**src/rtl/cfgl_pkg.sv**
```systemverilog
package cfgl_pkg;
  localparam int unsigned BYTE_W      = 8;
  localparam int unsigned THR_W       = 4;
  localparam int unsigned TRK_W       = 8;
  localparam int unsigned PERP_W      = 6;
  localparam int unsigned OPC_W       = 5;
  localparam int unsigned DUMP_BYTES  = 10;
  localparam int unsigned CFG_PARAMS  = 3;
  localparam int unsigned IDX_W       = $clog2(DUMP_BYTES);
  localparam int unsigned PCNT_W      = $clog2(CFG_PARAMS);
  localparam int unsigned LOCK_CMD_BIT = 7;
  localparam int unsigned LOCK_RES_BIT = 4;
  localparam int unsigned FDIS_BIT    = 5;
  localparam int unsigned PERP_KEEP_LO = 2;

  localparam logic [OPC_W-1:0] OPC_CONFIG = 5'h13;
  localparam logic [OPC_W-1:0] OPC_LOCK   = 5'h14;
  localparam logic [OPC_W-1:0] OPC_PERP   = 5'h12;
  localparam logic [OPC_W-1:0] OPC_DUMP   = 5'h0E;
  localparam logic [BYTE_W-1:0] BAD_OPC_RESP = 8'h80;

  localparam int unsigned DUMP_IDX_LOCK = 7;
  localparam int unsigned DUMP_IDX_FIFO = 8;
  localparam int unsigned DUMP_IDX_TRK  = 9;

  typedef enum logic [1:0] {SQ_IDLE, SQ_PARAM, SQ_RESULT} seq_state_e;
  typedef enum logic [1:0] {RK_LOCK, RK_DUMP, RK_BAD} res_kind_e;
  typedef enum logic {PK_CONFIG, PK_PERP} par_kind_e;

  typedef struct packed {
    logic             fifo_dis;
    logic [THR_W-1:0] thr;
    logic [TRK_W-1:0] trk;
  } cfg_fields_t;

  localparam cfg_fields_t CFG_DEFAULT = '{fifo_dis: 1'b1, thr: '0, trk: '0};
endpackage

```
**src/rtl/cfgl_regs.sv**
```systemverilog
module cfgl_regs
  import cfgl_pkg::*;
(
  input  logic              clk,
  input  logic              rst_n,
  input  logic              sw_rst_i,
  input  logic              cfg_we_i,
  input  cfg_fields_t       cfg_wdata_i,
  input  logic              perp_we_i,
  input  logic [PERP_W-1:0] perp_wdata_i,
  input  logic              lock_we_i,
  input  logic              lock_wdata_i,
  output cfg_fields_t       cfg_q_o,
  output logic [PERP_W-1:0] perp_q_o,
  output logic              lock_q_o
);
  cfg_fields_t       cfg_q, cfg_n;
  logic [PERP_W-1:0] perp_q, perp_n;
  logic              lock_q, lock_n;
  logic              cfg_en, perp_en, lock_en;

  always_comb begin
    cfg_n   = cfg_q;
    perp_n  = perp_q;
    lock_n  = lock_q;
    cfg_en  = 1'b0;
    perp_en = 1'b0;
    lock_en = 1'b0;
    if (sw_rst_i) begin
      if (!lock_q) begin
        cfg_n  = CFG_DEFAULT;
        cfg_en = 1'b1;
      end
      perp_n  = {perp_q[PERP_W-1:PERP_KEEP_LO], {PERP_KEEP_LO{1'b0}}};
      perp_en = 1'b1;
    end else begin
      if (cfg_we_i) begin
        cfg_n  = cfg_wdata_i;
        cfg_en = 1'b1;
      end
      if (perp_we_i) begin
        perp_n  = perp_wdata_i;
        perp_en = 1'b1;
      end
      if (lock_we_i) begin
        lock_n  = lock_wdata_i;
        lock_en = 1'b1;
      end
    end
  end

  always_ff @(posedge clk or negedge rst_n) begin
    if (!rst_n) begin
      cfg_q  <= CFG_DEFAULT;
      perp_q <= '0;
      lock_q <= 1'b0;
    end else begin
      if (cfg_en)  cfg_q  <= cfg_n;
      if (perp_en) perp_q <= perp_n;
      if (lock_en) lock_q <= lock_n;
    end
  end

  assign cfg_q_o  = cfg_q;
  assign perp_q_o = perp_q;
  assign lock_q_o = lock_q;

  // locked fields survive a software reset
  assert_locked_hold_R4: assert property (@(posedge clk) disable iff (!rst_n)
    (sw_rst_i && lock_q) |=> $stable(cfg_q));
  // unlocked fields return to defaults
  assert_unlocked_default_R5: assert property (@(posedge clk) disable iff (!rst_n)
    (sw_rst_i && !lock_q) |=> (cfg_q == CFG_DEFAULT));
  // software reset leaves the lock flag alone
  assert_lock_kept_R6: assert property (@(posedge clk) disable iff (!rst_n)
    sw_rst_i |=> $stable(lock_q));
  // upper perpendicular bits survive a software reset, low bits clear
  assert_perp_swrst_R8: assert property (@(posedge clk) disable iff (!rst_n)
    sw_rst_i |=> (perp_q[PERP_KEEP_LO-1:0] == '0) &&
                 (perp_q[PERP_W-1:PERP_KEEP_LO] == $past(perp_q[PERP_W-1:PERP_KEEP_LO])));
  // a lock write takes the commanded value
  assert_lock_write_R3: assert property (@(posedge clk) disable iff (!rst_n)
    (lock_we_i && !sw_rst_i) |=> (lock_q == $past(lock_wdata_i)));
endmodule

```
**src/rtl/cfgl_seq.sv**
```systemverilog
module cfgl_seq
  import cfgl_pkg::*;
(
  input  logic              clk,
  input  logic              rst_n,
  input  logic              sw_rst_i,
  input  logic              cmd_valid_i,
  input  logic [BYTE_W-1:0] cmd_data_i,
  output logic              cmd_ready_o,
  output logic              res_valid_o,
  input  logic              res_ready_i,
  output res_kind_e         res_kind_o,
  output logic [IDX_W-1:0]  res_idx_o,
  output logic              cfg_we_o,
  output cfg_fields_t       cfg_wdata_o,
  output logic              perp_we_o,
  output logic [PERP_W-1:0] perp_wdata_o,
  output logic              lock_we_o,
  output logic              lock_wdata_o
);
  localparam logic [IDX_W-1:0]  LAST_DUMP  = IDX_W'(DUMP_BYTES - 1);
  localparam logic [PCNT_W-1:0] LAST_PARAM = PCNT_W'(CFG_PARAMS - 1);
  localparam logic [PCNT_W-1:0] STAGE_PARAM = PCNT_W'(1);

  seq_state_e            state_q, state_n;
  par_kind_e             pkind_q, pkind_n;
  res_kind_e             rkind_q, rkind_n;
  logic [PCNT_W-1:0]     pcnt_q, pcnt_n;
  logic [IDX_W-1:0]      idx_q, idx_n;
  logic [IDX_W-1:0]      last_q, last_n;
  logic                  stg_dis_q, stg_dis_n;
  logic [THR_W-1:0]      stg_thr_q, stg_thr_n;
  logic                  cmd_fire, res_fire;
  logic [OPC_W-1:0]      opc;

  assign cmd_ready_o = (state_q != SQ_RESULT);
  assign res_valid_o = (state_q == SQ_RESULT);
  assign cmd_fire    = cmd_valid_i && cmd_ready_o;
  assign res_fire    = res_valid_o && res_ready_i;
  assign opc         = cmd_data_i[OPC_W-1:0];

  assign cfg_wdata_o  = '{fifo_dis: stg_dis_q, thr: stg_thr_q, trk: cmd_data_i[TRK_W-1:0]};
  assign perp_wdata_o = cmd_data_i[PERP_W-1:0];
  assign lock_wdata_o = cmd_data_i[LOCK_CMD_BIT];

  always_comb begin
    state_n   = state_q;
    pkind_n   = pkind_q;
    rkind_n   = rkind_q;
    pcnt_n    = pcnt_q;
    idx_n     = idx_q;
    last_n    = last_q;
    stg_dis_n = stg_dis_q;
    stg_thr_n = stg_thr_q;
    cfg_we_o  = 1'b0;
    perp_we_o = 1'b0;
    lock_we_o = 1'b0;
    if (sw_rst_i) begin
      state_n = SQ_IDLE;
      pcnt_n  = '0;
      idx_n   = '0;
    end else begin
      case (state_q)
        SQ_IDLE: begin
          if (cmd_fire) begin
            pcnt_n = '0;
            idx_n  = '0;
            last_n = '0;
            case (opc)
              OPC_CONFIG: begin
                state_n = SQ_PARAM;
                pkind_n = PK_CONFIG;
              end
              OPC_PERP: begin
                state_n = SQ_PARAM;
                pkind_n = PK_PERP;
              end
              OPC_LOCK: begin
                lock_we_o = 1'b1;
                state_n   = SQ_RESULT;
                rkind_n   = RK_LOCK;
              end
              OPC_DUMP: begin
                state_n = SQ_RESULT;
                rkind_n = RK_DUMP;
                last_n  = LAST_DUMP;
              end
              default: begin
                state_n = SQ_RESULT;
                rkind_n = RK_BAD;
              end
            endcase
          end
        end
        SQ_PARAM: begin
          if (cmd_fire) begin
            if (pkind_q == PK_PERP) begin
              perp_we_o = 1'b1;
              state_n   = SQ_IDLE;
            end else begin
              pcnt_n = pcnt_q + 1'b1;
              if (pcnt_q == STAGE_PARAM) begin
                stg_dis_n = cmd_data_i[FDIS_BIT];
                stg_thr_n = cmd_data_i[THR_W-1:0];
              end
              if (pcnt_q == LAST_PARAM) begin
                cfg_we_o = 1'b1;
                state_n  = SQ_IDLE;
              end
            end
          end
        end
        SQ_RESULT: begin
          if (res_fire) begin
            if (idx_q == last_q) state_n = SQ_IDLE;
            else                 idx_n   = idx_q + 1'b1;
          end
        end
        default: state_n = SQ_IDLE;
      endcase
    end
  end

  always_ff @(posedge clk or negedge rst_n) begin
    if (!rst_n) begin
      state_q   <= SQ_IDLE;
      pkind_q   <= PK_CONFIG;
      rkind_q   <= RK_BAD;
      pcnt_q    <= '0;
      idx_q     <= '0;
      last_q    <= '0;
      stg_dis_q <= 1'b1;
      stg_thr_q <= '0;
    end else begin
      state_q   <= state_n;
      pkind_q   <= pkind_n;
      rkind_q   <= rkind_n;
      pcnt_q    <= pcnt_n;
      idx_q     <= idx_n;
      last_q    <= last_n;
      stg_dis_q <= stg_dis_n;
      stg_thr_q <= stg_thr_n;
    end
  end

  assign res_kind_o = rkind_q;
  assign res_idx_o  = idx_q;

  // software reset empties the result path and reopens the command port
  assert_swrst_flush_R7: assert property (@(posedge clk) disable iff (!rst_n)
    sw_rst_i |=> (!res_valid_o && cmd_ready_o));
  // a lock reply is a single byte
  assert_lock_one_byte_R3: assert property (@(posedge clk) disable iff (!rst_n)
    (res_fire && rkind_q == RK_LOCK && !sw_rst_i) |=> !res_valid_o);
  // a command byte is never accepted while results are pending
  assert_no_cmd_in_result_R12: assert property (@(posedge clk) disable iff (!rst_n)
    (res_valid_o && !res_fire && !sw_rst_i) |=> !cmd_ready_o);
endmodule

```
**src/rtl/cfgl_resp.sv**
```systemverilog
module cfgl_resp
  import cfgl_pkg::*;
(
  input  res_kind_e         res_kind_i,
  input  logic [IDX_W-1:0]  res_idx_i,
  input  cfg_fields_t       cfg_i,
  input  logic [PERP_W-1:0] perp_i,
  input  logic              lock_i,
  output logic [BYTE_W-1:0] res_data_o
);
  localparam int unsigned FIFO_PAD = BYTE_W - 2 - THR_W;
  localparam int unsigned PERP_PAD = BYTE_W - 1 - PERP_W;

  logic [BYTE_W-1:0] dump_b [DUMP_BYTES];
  logic [BYTE_W-1:0] lock_b;

  for (genvar g = 0; g < DUMP_BYTES; g++) begin : g_dump
    if (g == DUMP_IDX_LOCK) begin : g_lock
      assign dump_b[g] = {lock_i, {PERP_PAD{1'b0}}, perp_i};
    end else if (g == DUMP_IDX_FIFO) begin : g_fifo
      assign dump_b[g] = {{FIFO_PAD{1'b0}}, cfg_i.fifo_dis, 1'b0, cfg_i.thr};
    end else if (g == DUMP_IDX_TRK) begin : g_trk
      assign dump_b[g] = BYTE_W'(cfg_i.trk);
    end else begin : g_zero
      assign dump_b[g] = '0;
    end
  end

  always_comb begin
    lock_b = '0;
    lock_b[LOCK_RES_BIT] = lock_i;
  end

  always_comb begin
    case (res_kind_i)
      RK_LOCK: res_data_o = lock_b;
      RK_DUMP: res_data_o = (int'(res_idx_i) < DUMP_BYTES) ? dump_b[res_idx_i] : '0;
      default: res_data_o = BAD_OPC_RESP;
    endcase
  end
endmodule

```
**src/rtl/cfg_lock_regs.sv**
```systemverilog
module cfg_lock_regs
  import cfgl_pkg::*;
(
  input  logic        clk,
  input  logic        rst_n,
  input  logic        sw_rst_i,
  input  logic        cmd_valid_i,
  output logic        cmd_ready_o,
  input  logic [7:0]  cmd_data_i,
  output logic        res_valid_o,
  input  logic        res_ready_i,
  output logic [7:0]  res_data_o,
  output logic        fifo_dis_o,
  output logic [3:0]  fifo_thr_o,
  output logic [7:0]  precomp_trk_o,
  output logic        lock_o
);
  res_kind_e         res_kind;
  logic [IDX_W-1:0]  res_idx;
  logic              cfg_we, perp_we, lock_we, lock_wdata;
  cfg_fields_t       cfg_wdata, cfg_q;
  logic [PERP_W-1:0] perp_wdata, perp_q;
  logic              lock_q;

  cfgl_seq u_seq (
    .clk          (clk),
    .rst_n        (rst_n),
    .sw_rst_i     (sw_rst_i),
    .cmd_valid_i  (cmd_valid_i),
    .cmd_data_i   (cmd_data_i),
    .cmd_ready_o  (cmd_ready_o),
    .res_valid_o  (res_valid_o),
    .res_ready_i  (res_ready_i),
    .res_kind_o   (res_kind),
    .res_idx_o    (res_idx),
    .cfg_we_o     (cfg_we),
    .cfg_wdata_o  (cfg_wdata),
    .perp_we_o    (perp_we),
    .perp_wdata_o (perp_wdata),
    .lock_we_o    (lock_we),
    .lock_wdata_o (lock_wdata)
  );

  cfgl_regs u_regs (
    .clk          (clk),
    .rst_n        (rst_n),
    .sw_rst_i     (sw_rst_i),
    .cfg_we_i     (cfg_we),
    .cfg_wdata_i  (cfg_wdata),
    .perp_we_i    (perp_we),
    .perp_wdata_i (perp_wdata),
    .lock_we_i    (lock_we),
    .lock_wdata_i (lock_wdata),
    .cfg_q_o      (cfg_q),
    .perp_q_o     (perp_q),
    .lock_q_o     (lock_q)
  );

  cfgl_resp u_resp (
    .res_kind_i (res_kind),
    .res_idx_i  (res_idx),
    .cfg_i      (cfg_q),
    .perp_i     (perp_q),
    .lock_i     (lock_q),
    .res_data_o (res_data_o)
  );

  assign fifo_dis_o    = cfg_q.fifo_dis;
  assign fifo_thr_o    = cfg_q.thr;
  assign precomp_trk_o = cfg_q.trk;
  assign lock_o        = lock_q;

  // a lock write leaves the configuration outputs alone
  assert_lock_keeps_cfg_R11: assert property (@(posedge clk) disable iff (!rst_n)
    (lock_we && !sw_rst_i) |=> ($stable(fifo_dis_o) && $stable(fifo_thr_o) && $stable(precomp_trk_o)));
  // a stalled result byte holds
  assert_res_stall_stable_R12: assert property (@(posedge clk) disable iff (!rst_n)
    (res_valid_o && !res_ready_i && !sw_rst_i) |=> $stable(res_data_o));
endmodule

```
**config.mk**
```make
export PLATFORM = sky130hd
export DESIGN_NAME = cfg_lock_regs
export DESIGN_NICKNAME = d
export VERILOG_FILES = /design/src/rtl/cfgl_pkg.sv /design/src/rtl/cfgl_regs.sv /design/src/rtl/cfgl_seq.sv /design/src/rtl/cfgl_resp.sv /design/src/rtl/cfg_lock_regs.sv
export SDC_FILE = /design/constraint.sdc
export NUM_CORES = 1
export LEC_CHECK = 0
export BUFFER_PORTS_ARGS = -buffer_cell sky130_fd_sc_hd__buf_2
export CORE_ASPECT_RATIO = 2
export CORE_MARGIN = 2
export CORE_UTILIZATION = 48
export DETAILED_ROUTE_END_ITERATION = 10
export PLACE_DENSITY = 0.8
export SYNTH_ARGS = -nofsm -noshare
export SYNTH_HDL_FRONTEND = slang
export SYNTH_SLANG_ARGS = --single-unit
export TNS_END_PERCENT = 10
```
**constraint.sdc**
```tcl
create_clock -name clk -period 2 [get_ports clk]
set_input_delay 0.1 -clock clk [delete_from_list [all_inputs] [get_ports clk]]
set_output_delay 0.1 -clock clk [all_outputs]
set_load 0.01 [all_outputs]
```
==> results.txt <==
largest net degree at the start of global routing: 38
Mapped Area: 0.00194 sq mm
syn nets: 216
Total Wirelength: 4.44 mm
First DRT Iteration DRCs: 33
DP Wirelength: 3.27 mm
worst-path fanout max: 15
Initial Util: 50.0%
sequential share of the synthesized area: 47.8%
pwr dens: 691 mW/mm^2
# Post-CTS Setup Buffers: 0
maximum VDD drop: 0.589 mV
area added between synthesis and finish: 16.0%
row cnt: 32
initial antenna violation count: 0
worst skew pair latency: 0.29 ns
clk slew on worst S/H paths: 0.08 ns
number of max-cap violations: 0
layout cells sized above 1: 28.3%
die area: 0.00460 sq mm
Antenna Cells: 0
Yosys cell types: 37
Core ar.: 0.00388 sq mm
worst path arrival time: 1.74 ns
CTS root buffer: clkbuf_8
Tcrit/Tclk final: 92.2%
slowest stage cell, crit path: dfrtp_1
vias per cell: 5.55
largest cells by area after synthesis: dfrtp_1 44%, mux2_2 8.7%, nand2_1 7.0%, dfstp_2 4.1%, o21ai_0 3.1%
Die Wd: 49.0 um
drt drc: 0
Port-buffer cells: 36
Final Setup Violations: 0
GPL Wtd Cong: 0.802
setup tns final: 0 ns
htree depth: 2
IO Count: 37
RSZ-0062 raised after global routing: false
first-pass GRT wire length: 7.60 mm
ys flop type: dfrtp_1
kind of critical path: reg -> out
critical path, cell by cell: and2_1 -> a22oi_1 -> nor2_1 -> buf_2
Synth top cells by count: 36 x nand2_1, 34 x dfrtp_1, 15 x mux2_2
Synth area leader: dfrtp_1
Pleak: 1.08 nW
CTS max path bufs: 2
Hold Crit Class: in -> reg
Slowest Stage Delay on Critical Path: 0.67 ns
Startpoint Class: register
Vias: 1597
Final Skew: 0.0108 ns
drt pass-1 iters: 4
Final nets: 252
setup ws final: 0.156 ns
critical path endpoint category: output port
pre-CTS setup slack: 0.245 ns
global-route usage over all layers: 22.0%
Tmin final: 1.84 ns
Worst Tran Pin Value: 0.832 ns
CTS tree: yes
die height: 94.0 um
final hold viol count: 0
YS warnings: 0
vias in the first global route: 1605
syn_area_per_cell: 9.72 sq um
Post-synth ARST share: 100%
status: finished, final reports clean
ANT nets after route: 0
cells after synthesis: 200
worst path bufs/invs: 1
CTS sink cnt: 37
f_max: 0.542 GHz
top-count cell post-synth: nand2_1
number of flops mapped to enable cells by yosys: 0
WP data required: 1.90 ns
Slew HR: 44.5%
post-synth top area share: 43.8%
Slew Limit Fails: 0
Congestion Overflow GR: 0
register bit total from synthesis: 37
CP top delay family: flip-flops
Avg WL per Cell: 15.4 um
number of buffers created by CTS: 5
[per-stage QoR]
step                      hold WS, ns  total power, mW  instances  util, %  area (sq um)
after global placement          0.228             1.03        279     55.5          2150
after global routing           0.0435             1.63        288     58.1          2250
after detailed placement        0.233             1.04        279     55.5          2150
after CTS                      0.0280             1.57        288     58.1          2250
final                          0.0273             1.56        288     58.1          2250
after floorplan                -0.196            0.957        200        -          1940
[timing repair]
| item | 4_1_cts | 5_1_grt |
|---|---|---|
| resized for setup | 0 | 0 |
| hold buffers | 1 | 0 |
| endpoints found under the setup margin | 0 | 0 |
| endpoints found under the hold margin | 34 | 0 |
[cells in the final DEF, fill, tap and decap left out, types with 7 or more instances in the layout]
cell type / count
o21ai_0: 12
nand2_1: 36
nor2_1: 13
buf_2: 36
mux2_2: 15
dfrtp_1: 34
nand2b_1: 7
inv_1: 7
o21ai_1: 7
[layout make-up]
type	count	area (sq um)
Clock buffer	8	90.1
Fill cell	384	1630
Inverter	7	26.3
Multi-Input combinational cell	145	932
Sequential cell	37	930
Tap cell	51	63.8
Timing Repair Buffer	40	213
[power by group]
group          internal, mW  switching (mW)  total, mW
Sequential            0.778          0.0558      0.834
Combinational        0.0872           0.102      0.189
Clock                 0.281           0.253      0.534
Total                  1.15           0.411       1.56
[flip-flops by register name, indices dropped and copies added, names as in the netlist, 2 cells and up]
| signal | cells |
|---|---|
| u_seq.state_q | 2 |
| u_seq.res_idx_o | 4 |
| u_seq.res_kind_o | 2 |
| u_regs.cfg_q_o | 13 |
| u_seq.pcnt_q | 2 |
| u_regs.perp_q_o | 6 |
| u_seq.stg_thr_q | 4 |
[layer usage]
layer | vias to the layer above | part of all wire, % | GRT usage [%]
met3 | 13 | 3.4 | 3.82
met2 | 35 | 55 | 39.2
met5 | - | 0 | 0
met1 | 779 | 38 | 24.0
met4 | 0 | 3.4 | 12.6
li1 | 770 | - | -
[tightest hold or removal path: cells and delay by family]
family                 cells  cell delay [ns]
and+or+nand+nor            1             0.03
AOI/OAI and AO/OA          1             0.06
buffers and inverters      1             0.07
[cells by family (layout without fill, tap and decap cells)]
logic type / Yosys count / in the layout / share of synthesized area (%)
adder cells (fa/ha/maj): 3 / 3 / 1.93
AND/OR/NAND/NOR: 83 / 83 / 22.7
buffers and inverters: 18 / 55 / 4.19
flip-flops: 37 / 37 / 47.8
multiplexers: 18 / 18 / 10.2
AO/OA/AOI/OAI: 41 / 41 / 13.1
[path summary, 6_finish.rpt]
kind                       depth (start not counted)  slack, ns                  to          startpoint
setup / recovery                                   4       0.16       res_data_o[0]  u_seq.res_idx_o[0]
hold / removal                                     3       0.03   u_regs.cfg_q_o[6]       cmd_data_i[6]
setup reg to reg                                   4       0.23  u_seq.res_idx_o[1]  u_seq.res_idx_o[0]
hold reg to reg                                    2       0.48  u_regs.cfg_q_o[12]     u_seq.stg_dis_q
max in group asynchronous                          2       1.01  u_regs.cfg_q_o[11]               rst_n
min in group asynchronous                          2       0.46   u_regs.cfg_q_o[0]               rst_n
Note: power is estimated with default switching activity, not from simulation.
